--- src/rtl/bo_pkg.sv ---
package bo_pkg;
  typedef enum logic [1:0] {
    SZ_BYTE = 2'b00,
    SZ_HALF = 2'b01,
    SZ_WORD = 2'b10,
    SZ_WIDE = 2'b11
  } acc_size_e;

  localparam int CFG_W      = 4;
  localparam int CFG_STRICT = 0;
  localparam int CFG_UNAL   = 1;
  localparam int CFG_EXCEND = 2;
  localparam int CFG_GEND   = 3;

  typedef struct packed {
    logic exc_endian;
    logic unal_en;
    logic strict;
  } bank_t;
endpackage

--- src/rtl/bo_bank_regs.sv ---
module bo_bank_regs
  import bo_pkg::*;
#(
  parameter int NWORLD = 2
) (
  input  logic             clk,
  input  logic             rst_n,
  input  logic             world,
  input  logic             we,
  input  logic [CFG_W-1:0] wdata,
  output bank_t            active,
  output logic             gend
);
  localparam int SEC_IDX = NWORLD - 1;

  bank_t bank_q [NWORLD];
  logic  gend_q;

  for (genvar w = 0; w < NWORLD; w++) begin : g_world
    always_ff @(posedge clk) begin
      if (!rst_n) begin
        bank_q[w] <= '0;
      end else if (we && (int'(world) == w)) begin
        bank_q[w].strict     <= wdata[CFG_STRICT];
        bank_q[w].unal_en    <= wdata[CFG_UNAL];
        bank_q[w].exc_endian <= wdata[CFG_EXCEND];
      end
    end
  end

  always_ff @(posedge clk) begin
    if (!rst_n)                                gend_q <= 1'b0;
    else if (we && (int'(world) == SEC_IDX))   gend_q <= wdata[CFG_GEND];
  end

  assign active = bank_q[int'(world)];
  assign gend   = gend_q;
endmodule

--- src/rtl/bo_flag.sv ---
module bo_flag (
  input  logic clk,
  input  logic rst_n,
  input  logic exc_entry,
  input  logic exc_src,
  input  logic set_cmd,
  input  logic clr_cmd,
  output logic flag
);
  logic flag_q;

  always_ff @(posedge clk) begin
    if (!rst_n)         flag_q <= 1'b0;
    else if (exc_entry) flag_q <= exc_src;
    else if (set_cmd)   flag_q <= 1'b1;
    else if (clr_cmd)   flag_q <= 1'b0;
  end

  assign flag = flag_q;
endmodule

--- src/rtl/bo_swap.sv ---
module bo_swap
  import bo_pkg::*;
#(
  parameter int DATA_W = 32
) (
  input  logic [DATA_W-1:0] din,
  input  logic [1:0]        size,
  input  logic              en,
  output logic [DATA_W-1:0] dout
);
  localparam int NB = DATA_W / 8;

  always_comb begin
    dout = din;
    if (en) begin
      unique case (acc_size_e'(size))
        SZ_HALF: begin
          dout[7:0]  = din[15:8];
          dout[15:8] = din[7:0];
        end
        SZ_WORD, SZ_WIDE: begin
          for (int i = 0; i < NB; i++) dout[i*8 +: 8] = din[(NB-1-i)*8 +: 8];
        end
        default: dout = din;
      endcase
    end
  end
endmodule

--- src/rtl/byte_order_unit.sv ---
module byte_order_unit
  import bo_pkg::*;
#(
  parameter int DATA_W = 32
) (
  input  logic              clk,
  input  logic              rst_n,
  input  logic              in_secure,
  input  logic              cfg_we,
  input  logic [3:0]        cfg_wdata,
  input  logic              exc_entry,
  input  logic              e_set,
  input  logic              e_clr,
  input  logic              ld_in_valid,
  output logic              ld_in_ready,
  input  logic [DATA_W-1:0] ld_in_data,
  input  logic [1:0]        ld_in_size,
  input  logic              ld_in_fetch,
  output logic              ld_out_valid,
  input  logic              ld_out_ready,
  output logic [DATA_W-1:0] ld_out_data,
  input  logic              st_in_valid,
  output logic              st_in_ready,
  input  logic [DATA_W-1:0] st_in_data,
  input  logic [1:0]        st_in_size,
  output logic              st_out_valid,
  input  logic              st_out_ready,
  output logic [DATA_W-1:0] st_out_data,
  output logic              act_strict_align,
  output logic              act_unalign_en,
  output logic              act_exc_endian,
  output logic              glob_mem_endian,
  output logic              data_endian
);
  bank_t active;
  logic  gend;
  logic  flag;

  bo_bank_regs #(.NWORLD(2)) u_bank (
    .clk    (clk),
    .rst_n  (rst_n),
    .world  (in_secure),
    .we     (cfg_we),
    .wdata  (cfg_wdata),
    .active (active),
    .gend   (gend)
  );

  bo_flag u_flag (
    .clk       (clk),
    .rst_n     (rst_n),
    .exc_entry (exc_entry),
    .exc_src   (active.exc_endian),
    .set_cmd   (e_set),
    .clr_cmd   (e_clr),
    .flag      (flag)
  );

  bo_swap #(.DATA_W(DATA_W)) u_ld_swap (
    .din  (ld_in_data),
    .size (ld_in_size),
    .en   (flag & ~ld_in_fetch),
    .dout (ld_out_data)
  );

  bo_swap #(.DATA_W(DATA_W)) u_st_swap (
    .din  (st_in_data),
    .size (st_in_size),
    .en   (flag),
    .dout (st_out_data)
  );

  assign ld_out_valid     = ld_in_valid;
  assign ld_in_ready      = ld_out_ready;
  assign st_out_valid     = st_in_valid;
  assign st_in_ready      = st_out_ready;
  assign act_strict_align = active.strict;
  assign act_unalign_en   = active.unal_en;
  assign act_exc_endian   = active.exc_endian;
  assign glob_mem_endian  = gend;
  assign data_endian      = flag;
endmodule

--- config.mk ---
export PLATFORM = sky130hd
export DESIGN_NAME = byte_order_unit
export DESIGN_NICKNAME = d
export VERILOG_FILES = /design/src/rtl/bo_pkg.sv /design/src/rtl/bo_bank_regs.sv /design/src/rtl/bo_flag.sv /design/src/rtl/bo_swap.sv /design/src/rtl/byte_order_unit.sv
export SDC_FILE = /design/constraint.sdc
export NUM_CORES = 1
export LEC_CHECK = 0
export BUFFER_PORTS_ARGS = -buffer_cell sky130_fd_sc_hd__buf_2
export CAP_MARGIN = 15
export CORE_UTILIZATION = 31
export DETAILED_ROUTE_END_ITERATION = 12
export HOLD_SLACK_MARGIN = 0.06
export PLACE_DENSITY = 0.76
export SYNTH_ARGS = -nofsm -noshare
export SYNTH_HDL_FRONTEND = slang
export SYNTH_HIERARCHICAL = 1
export SYNTH_SLANG_ARGS = --single-unit
--- constraint.sdc ---
create_clock -name clk -period 1.7 [get_ports clk]
set_clock_uncertainty 0.1 [all_clocks]
set_input_delay 0.085 -clock clk [delete_from_list [all_inputs] [get_ports clk]]
set_output_delay 0.085 -clock clk [all_outputs]
set_load 0.005 [all_outputs]
* Word level (Yosys, flattened, before mapping) *
Memories as Yosys holds them, arrays and structs flattened.
Cells that the tools add are included.

storage, ports and cells
  flip-flop bits (word level) = 2
  bits in latches = 0
  memory bits (writable) = 6
  memory bits (read-only) = 0
  word-level logic and storage cells = 45
  memories = 1

memories
  memory         depth  bits a word  read ports  clocked after Yosys merged registers in  write ports  line                text
  u_bank.bank_q  2      3            1           0                                        2            bo_bank_regs.sv:16  bank_t bank_q [NWORLD];

operators by class
  $add $sub $neg = 0
  multipliers = 0
  div/mod/pow operators = 0
  order comparisons = 0
  equal/unequal tests = 6
  shifts and indexed selects = 0
  multiplexer cells = 22
  bitwise gates (word level) = 9
  reduce and logical (&&, ||, !) cells = 5

operators by type and width
  cell                  count
  $mux W32              2
  $pmux W16 S2          2
  $mux W16              2
  $mux W1               16
  $eq A2 B2 Y1 const B  4
  $or A1 B1 Y1          6
  $eq A2 B1 Y1 const B  2
  $reduce_or A2 Y1      2
  $reduce_bool A3 Y1    1
  $logic_and A1 B1 Y1   2
  $not A1 Y1            2
  $and A1 B1 Y1         1

* Longest topological paths before layout *
Gate-level depths: netlist of run 1.

  depth in word-level cells = 6
  depth in mapped cells = 6
  mapped depth without buffers = 4

* Modules after synthesis *
Netlist of run 1, hierarchy kept.

modules (own cells, without submodules)
  module           instances  cells each  area each (µm²)  sequential area each (µm²)
  bo_swap          2          78          611.8            0.0
  bo_bank_regs     1          28          314.1            200.2
  byte_order_unit  1          5           43.8             0.0
  bo_flag          1          4           42.5             20.0

* Least setup slack after synthesis of run 1 *
No wires, ideal clock.

  kind = flip-flop to output port
  start point = register u_flag.flag_q (netlist: u_flag/flag)
  end point = output ld_out_data[16]
  arrival time = 1.157 ns
  data required time = 1.515 ns
  path slack = 0.358 ns
  cell stages (with the launch flop) = 6
  path buffers = 2
  cell sequence = dfxtp_1 > nor2b_4 > buf_4 > nand2_4 > buf_6 > mux2_4

between the ends
  longest elaborated chain between the ends = 2

ends and longest elaborated chain
  what                    line                   text
  from (decl)             bo_flag.sv:10          logic flag_q;
  from (signal assigned)  bo_flag.sv:14          else if (exc_entry) flag_q <= exc_src;
  $and A1 B1 Y1           byte_order_unit.sv:62  .en (flag & ~ld_in_fetch),
  $mux W32                bo_swap.sv:15          if (en) begin
  to (decl)               byte_order_unit.sv:21  output logic [DATA_W-1:0] ld_out_data,

Every way passes these cells.

* Worst setup path after layout of run 1 *
  start point = register u_flag.flag_q (netlist: u_flag/flag)
  end point = output ld_out_data[22]

Same word-level chain as after synthesis.

==> impl_metrics.yaml, run 1 <==
floorplan:
  start_util_pct: 33.3
  row_count: 25
  die_h_um: 74.4
  core-area_um2: 4880
  io-pin-count: 157
  die-area_um2: 5530
  die_x_um: 74.4
global_routing:
  grt_overflow: 0
  grt_pass1_vias: 1949
  grt_util_all_layers_pct: 18.8
  grt_pass1_wl_mm: 8.25
  antenna_found_initial: 0
  grt_max_degree: 32
sta:
  hold_viol_final: 0
  fin_setup_tns_ns: 0
  slew_violations: 0
  period_share_pct: 95.2
  tightest_slew_ns: 0.489
  rsz0062_at_grt: "no"
  fin_crit_ns: 1.62
  fmax_ghz: 0.618
  maxSlewHeadroom_pct: 67.4
  setup_viol: 0
clocking:
  clkSlewWorstSetupHoldPaths_ns: 0.04
  insertion_delay_ns: 0.23
  clkSinkCount: 8
  cts_buffers: 3
  tritoncts: "built"
  cts_buffer_depth: 2
  h-tree-depth: 1
  cts_root_buf: "clkbuf_8"
setup_path:
  cp.arrival_ns: 1.43
  reg2reg_slack_ns: 0.57
  cp-endpoint: "ld_out_data[22]"
  cp-startpoint: "u_flag/flag$_SDFFE_PN0P_"
  worstReg2RegStart: "u_bank/bank_q[1][2]$_SDFFCE_PN0P_"
  startpoint_type: "flop"
  critPathKind: "flop to output port"
  cp_max_fo: 8
  cp-end-kind: "output port"
  r2r_end: "u_flag/flag$_SDFFE_PN0P_"
  worstPathRequired_ns: 1.51
  r2r_cells: 3
placement:
  io_buffers: 148
  gp_congestion: 0.844
  placed_area_um2: 2350
  place_hpwl_mm: 4.41
synth:
  mappedNetlistArea_um2: 1620
  syn_nets: 277
  yosys_warnings: 6
  yosysUniqueCellTypes: 25
  yosys_register_bits: 8
  avgSynthCellArea_um2: 8.41
  yosysSeqAreaShare_pct: 13.6
  synthCells: 193
layout:
  drive_above_1_share_pct: 60.0
  antennaDiodeCount: 0
  fin_nets: 425
  final_area_um2: 2550
  nFillCells: 473
  area_growth_pct: 57.1
routing:
  drtPass1Iterations: 4
  drc: 0
  vias_per_cell: 5.59
  ant_nets: 0
  vias: 2275
  drt-wirelength-per-cell_um: 14.5
  drt_iter0_drc: 84
  routed_wirelength_mm: 5.91
power:
  p_leak_nw: 1.34
  vdd.ir_drop.worst_mv: 0.328
  power.density_nw_per_um2: 461
  power_mw: 1.18
min_path:
  hp-class: "primary input to output port"
  whs_path_depth: 0
run_status:
  outcome: "finished clean"
run:
  cap_violations: 0
## where the power goes
part / internal (mW) / leakage, nW / switching [mW]
sequential: 0.227 / 0.0778 / 0.00497
combinational: 0.380 / 1.24 / 0.327
clock: 0.163 / 0.0228 / 0.0761
## placed cells by master (no fill, tap or decap), drive strengths merged, types with 2 or more instances in the layout
master,count
buf,158
o22ai,60
mux2,35
a21oi,32
nand2,14
nor2,8
edfxtp,6
clkbuf,5
dlygate4sd3,4
inv,3
o21ai,3
nand2b,2
or3b,2
o21a,2
nor2b,2
dfxtp,2
## metal layers
| layer | vias up | global-route usage (%) | wire length (µm) |
|---|---|---|---|
| met1 | 1041 | 19.4 | 2230 |
| met3 | 8 | 3.12 | 527 |
| met4 | 0 | 6.71 | 110 |
| met2 | 153 | 37.3 | 3050 |
| met5 | - | 0 | 0 |
| li1 | 1073 | - | - |
## flip-flops by register name, summed over array words and instances (netlist names)
name and cells:
u_bank/gend 1, u_bank/bank_q 6, u_flag/flag 1
## cells by family after synthesis
kind of cell / share of synthesized area [%]
AO/OA/AOI/OAI: 35.4
buffers and inverters: 10.1
flip-flops: 13.6
multiplexers: 31.8
AND/OR/NAND/NOR: 9.09
## what timing repair did
action	in CTS	in global routing
cloned	0	3
pin swaps	0	1
hold buffers	3	1
setup endpoints to repair	31	61
resized for setup	1	4
endpoints found under the hold margin	2	1
setup buffers	1	4
## critical path, cell delays in order (launching register included)
cell     delay [ns]
dfxtp_2        0.33
nor2b_4        0.15
buf_12         0.14
nand2_4        0.13
mux2_4         0.33
buf_2          0.12
## Yosys cell counts
| library cell | n | share of area (%) |
|---|---|---|
| o21ai_0 | 1 | 0.31 |
| nor2b_4 | 1 | 0.85 |
| dfxtp_1 | 2 | 2.5 |
| o311a_1 | 1 | 0.62 |
| buf_2 | 8 | 2.5 |
| mux2_4 | 30 | 28 |
| inv_1 | 3 | 0.69 |
| nand2_4 | 2 | 1.4 |
| buf_4 | 8 | 3.7 |
| o21a_1 | 2 | 0.92 |
| nand2_2 | 3 | 1.2 |
| o21ai_1 | 2 | 0.62 |
| mux2i_1 | 1 | 0.62 |
| buf_6 | 4 | 2.8 |
| mux2_1 | 2 | 1.4 |
| edfxtp_1 | 6 | 11 |
| a21oi_1 | 32 | 9.9 |
| nor2_1 | 8 | 1.8 |
| mux2_2 | 3 | 2.1 |
| or3b_1 | 2 | 1.1 |
| nor2b_1 | 1 | 0.39 |
| o22ai_1 | 60 | 23 |
| clkbuf_1 | 2 | 0.46 |
| nand2_1 | 7 | 1.6 |
| nand2b_1 | 2 | 0.77 |
## per-stage QoR
stage                     setup slack [ns]  hold WS [ns]  utilization [%]  cells
after floorplan                      0.358         0.116                -    193
after global placement               0.160        0.0700             48.1    391
after detailed placement             0.136        0.0700             48.1    391
after CTS                         0.000637        0.0646             49.9    399
after global routing                0.0280        0.0700             52.3    407
final                               0.0823        0.0700             52.3    407
## worst min path at each step
| stage | startpoint | endpoint | slack [ns] |
|---|---|---|---|
| 6_report | st_out_ready | st_in_ready | 0.07 |
| 5_1_grt | st_out_ready | st_in_ready | 0.07 |
| 4_1_cts | rst_n | u_flag/flag$_SDFFE_PN0P_ | 0.06 |
| 3_5_place_dp | st_out_ready | st_in_ready | 0.07 |
| 3_3_place_gp | st_out_ready | st_in_ready | 0.07 |
| 2_1_floorplan | rst_n | u_flag/flag$_SDFFE_PN0P_ | 0.12 |
## cell type report
class	count	area (µm²)	share of cell area [%]
inverter	3	11.3	0.441
tap	67	83.8	3.29
timing repair buffer	163	913	35.8
sequential	8	221	8.68
clock buffer	4	45.0	1.77
multi-input combinational	162	1280	50.0
Note: power is estimated with default switching activity, not from simulation.
==> run 2, diff against run 1 <==
- ABC_AREA: not set -> 1
- BUFFER_PORTS_ARGS: -buffer_cell sky130_fd_sc_hd__buf_2 -> not set
- DONT_BUFFER_PORTS: not set -> 1
- PLACE_DENSITY: 0.76 -> 0.51
==> run 2 against run 1 <==
  * Utilization is 17 points lower
  * Combinational power is 45% lower
  * Final area is 22% lower
  * Worst hold slack hardly changed
  * Critical endpoint is now ld_out_data[20]
==> impl_metrics.yaml, run 2 <==
run_status:
  outcome: "finished clean"
sta:
  fmax_ghz: 0.623
  hold_viol_final: 0
  setup_ws_ns: 0.0937
  setup_viol: 0
  whs_ns: 0.0700
  slew_violations: 0
  fin_setup_tns_ns: 0
  fin_crit_ns: 1.61
  period_share_pct: 94.5
  tightest_slew_ns: 0.287
  maxSlewHeadroom_pct: 80.6
placement:
  dp_slack_ns: 0.203
  place_hpwl_mm: 4.36
  placed_area_um2: 1790
  gp_congestion: 0.788
  io_buffers: 0
  dp_cells: 394
synth:
  mappedNetlistArea_um2: 1820
  yosys_register_bits: 8
  synthCells: 340
  synth-adder-area-share_pct: 0
  synth_ff_type: "edfxtp_1"
  synthXorXnorAreaFrac_pct: 0
  synth_most_common_cell: "nand2_1"
  yosysSeqAreaShare_pct: 12.1
  synthTopCellsByCount: "nand2_1, nand3_1, inv_1"
  synthArstFlopShare_pct: 0
  muxShareOfSynthArea_pct: 0
  synth_largest_area_cell: "nand2_1"
  yosysUniqueCellTypes: 18
  avgSynthCellArea_um2: 5.35
  synth_top_family_by_area: "simple AND/OR/NAND/NOR gates"
  synth_compound_area_share_pct: 10.9
  synth_top_area_share_pct: 23.3
  synth_edf_count: 6
  yosys_warnings: 6
  synth.area.top_cells: "nand2_1, nand3_1, edfxtp_1"
  synth-simple-area-share_pct: 56.2
  syn_nets: 424
clocking:
  cts_buffers: 3
  clkSlewWorstSetupHoldPaths_ns: 0.04
  cts_buffer_depth: 2
  insertion_delay_ns: 0.22
  tritoncts: "built"
  cts_root_buf: "clkbuf_8"
  clkSinkCount: 8
  h-tree-depth: 1
setup_path:
  crit_path_top_delay_cell: "dfxtp_1"
  worstPathRequired_ns: 1.51
  cp_max_fo: 34
  cp-startpoint: "u_flag/flag$_SDFFE_PN0P_"
  cp.arrival_ns: 1.42
  startpoint_type: "flop"
  worstReg2RegStart: "u_flag/flag$_SDFFE_PN0P_"
  slowest_delay_ns: 0.33
  reg2reg_slack_ns: 0.20
  cp-end-kind: "output port"
  critPathKind: "flop to output port"
  path_cells: "inv_1 > nor2_4 > nand2_8 > buf_12 > o21ai_0"
power:
  pwr-share-seq_pct: 27.1
  power_frac_comb_pct: 45.4
  p_int_uw: 534
  p_sw_share_pct: 37.4
  p_sw_uw: 319
  p_leak_nw: 1.07
  vdd.ir_drop.worst_mv: 0.476
  power.density_nw_per_um2: 430
  power_frac_clock_pct: 27.5
  power_uw: 854
routing:
  drc: 0
  drt-wirelength-per-cell_um: 13.8
  routed_wirelength_mm: 5.69
  ant_nets: 0
  vias_per_cell: 5.08
  vias: 2091
  drt_iter0_drc: 98
  drtPass1Iterations: 4
floorplan:
  die-area_um2: 6180
  die_x_um: 78.6
  die_h_um: 78.6
  io-pin-count: 157
  row_count: 27
  start_util_pct: 32.7
  core-area_um2: 5570
layout:
  fin_nets: 425
  drive_above_1_share_pct: 12.4
  final_area_um2: 1990
  layout_common_cells: "nand2_1, nand3_1, inv_1"
  fin_cells: 412
  antennaDiodeCount: 0
  area_growth_pct: 9.14
  largest_reg_flops: 6
  final_common_cell: "nand2_1"
  final_util_pct: 35.6
  top_register: "u_bank/bank_q"
min_path:
  min_from: "ld_in_valid"
  hp-class: "primary input to output port"
global_routing:
  grt_util_all_layers_pct: 16.8
  antenna_found_initial: 0
  grt_overflow: 0
  grt_max_degree: 35
  grt_pass1_wl_mm: 8.63
  grt_pass1_vias: 1953
run:
  cap_violations: 0
[run 2: cell types whose count changed in the layout (fill, tap and decap cells not counted), moves of 4 or more]
cell | previous run | this run
a21oi_1 | 32 | 0
o22ai_1 | 60 | 0
nand3_1 | 0 | 55
inv_1 | 3 | 44
nand2_1 | 7 | 113
o21ai_2 | 0 | 10
o21ai_0 | 1 | 21
inv_2 | 0 | 4
dlygate4sd3_1 | 4 | 14
buf_2 | 148 | 0
nand3_2 | 0 | 12
nor2_1 | 8 | 40
mux2_4 | 30 | 0
[run 2: cell type report]
class / count / area (µm²)
sequential: 8 / 220
clock buffer: 4 / 45.0
fill: 645 / 3590
tap: 72 / 90.1
timing repair buffer: 20 / 210
multi-input combinational: 259 / 1230
inverter: 49 / 186
[run 2: cell families (layout without fill, tap and decap cells)]
logic type,Yosys count,after routing
buffers and inverters,73,73
flip-flops,8,8
AND/OR/NAND/NOR,227,227
AO/OA/AOI/OAI,32,32
[run 2: final timing paths]
kind	end	cells past startpoint
setup / recovery	ld_out_data[20]	5
hold / removal	ld_out_valid	0
setup reg to reg	u_flag/flag$_SDFFE_PN0P_	6
hold reg to reg	u_bank/gend$_SDFFE_PN0P_	2
[run 2: timing repair]
item / in CTS / in global routing
setup endpoints to repair: 16 / 21
hold endpoints to repair: 14 / 0
setup buffers: 0 / 0
hold buffers: 14 / 0
resized for setup: 1 / 3
[run 2: critical path: cells and delay by family, from the launching register on]
| family | cells | cell delay (ns) |
|---|---|---|
| AOI/OAI and AO/OA | 1 | 0.23 |
| and+or+nand+nor | 2 | 0.33 |
| buffers and inverters | 2 | 0.29 |
| DFF | 1 | 0.33 |
[run 2: power groups by stage]
stage / sequential, mW / clock, mW / combinational, mW
3_5_place_dp: 0.234 / 0 / 0.359
5_1_grt: 0.234 / 0.242 / 0.438
6_report: 0.232 / 0.234 / 0.388
3_3_place_gp: 0.234 / 0 / 0.354
4_1_cts: 0.231 / 0.237 / 0.387
2_1_floorplan: 0.236 / 0 / 0.324
[run 2: routing by layer]
layer | up-vias | track usage (%) | share of wire (%)
met5 | - | 0 | 0
met4 | 0 | 5.19 | 0.91
met3 | 8 | 2.79 | 9.1
met2 | 99 | 30.7 | 49
met1 | 926 | 19.7 | 41
li1 | 1058 | - | -
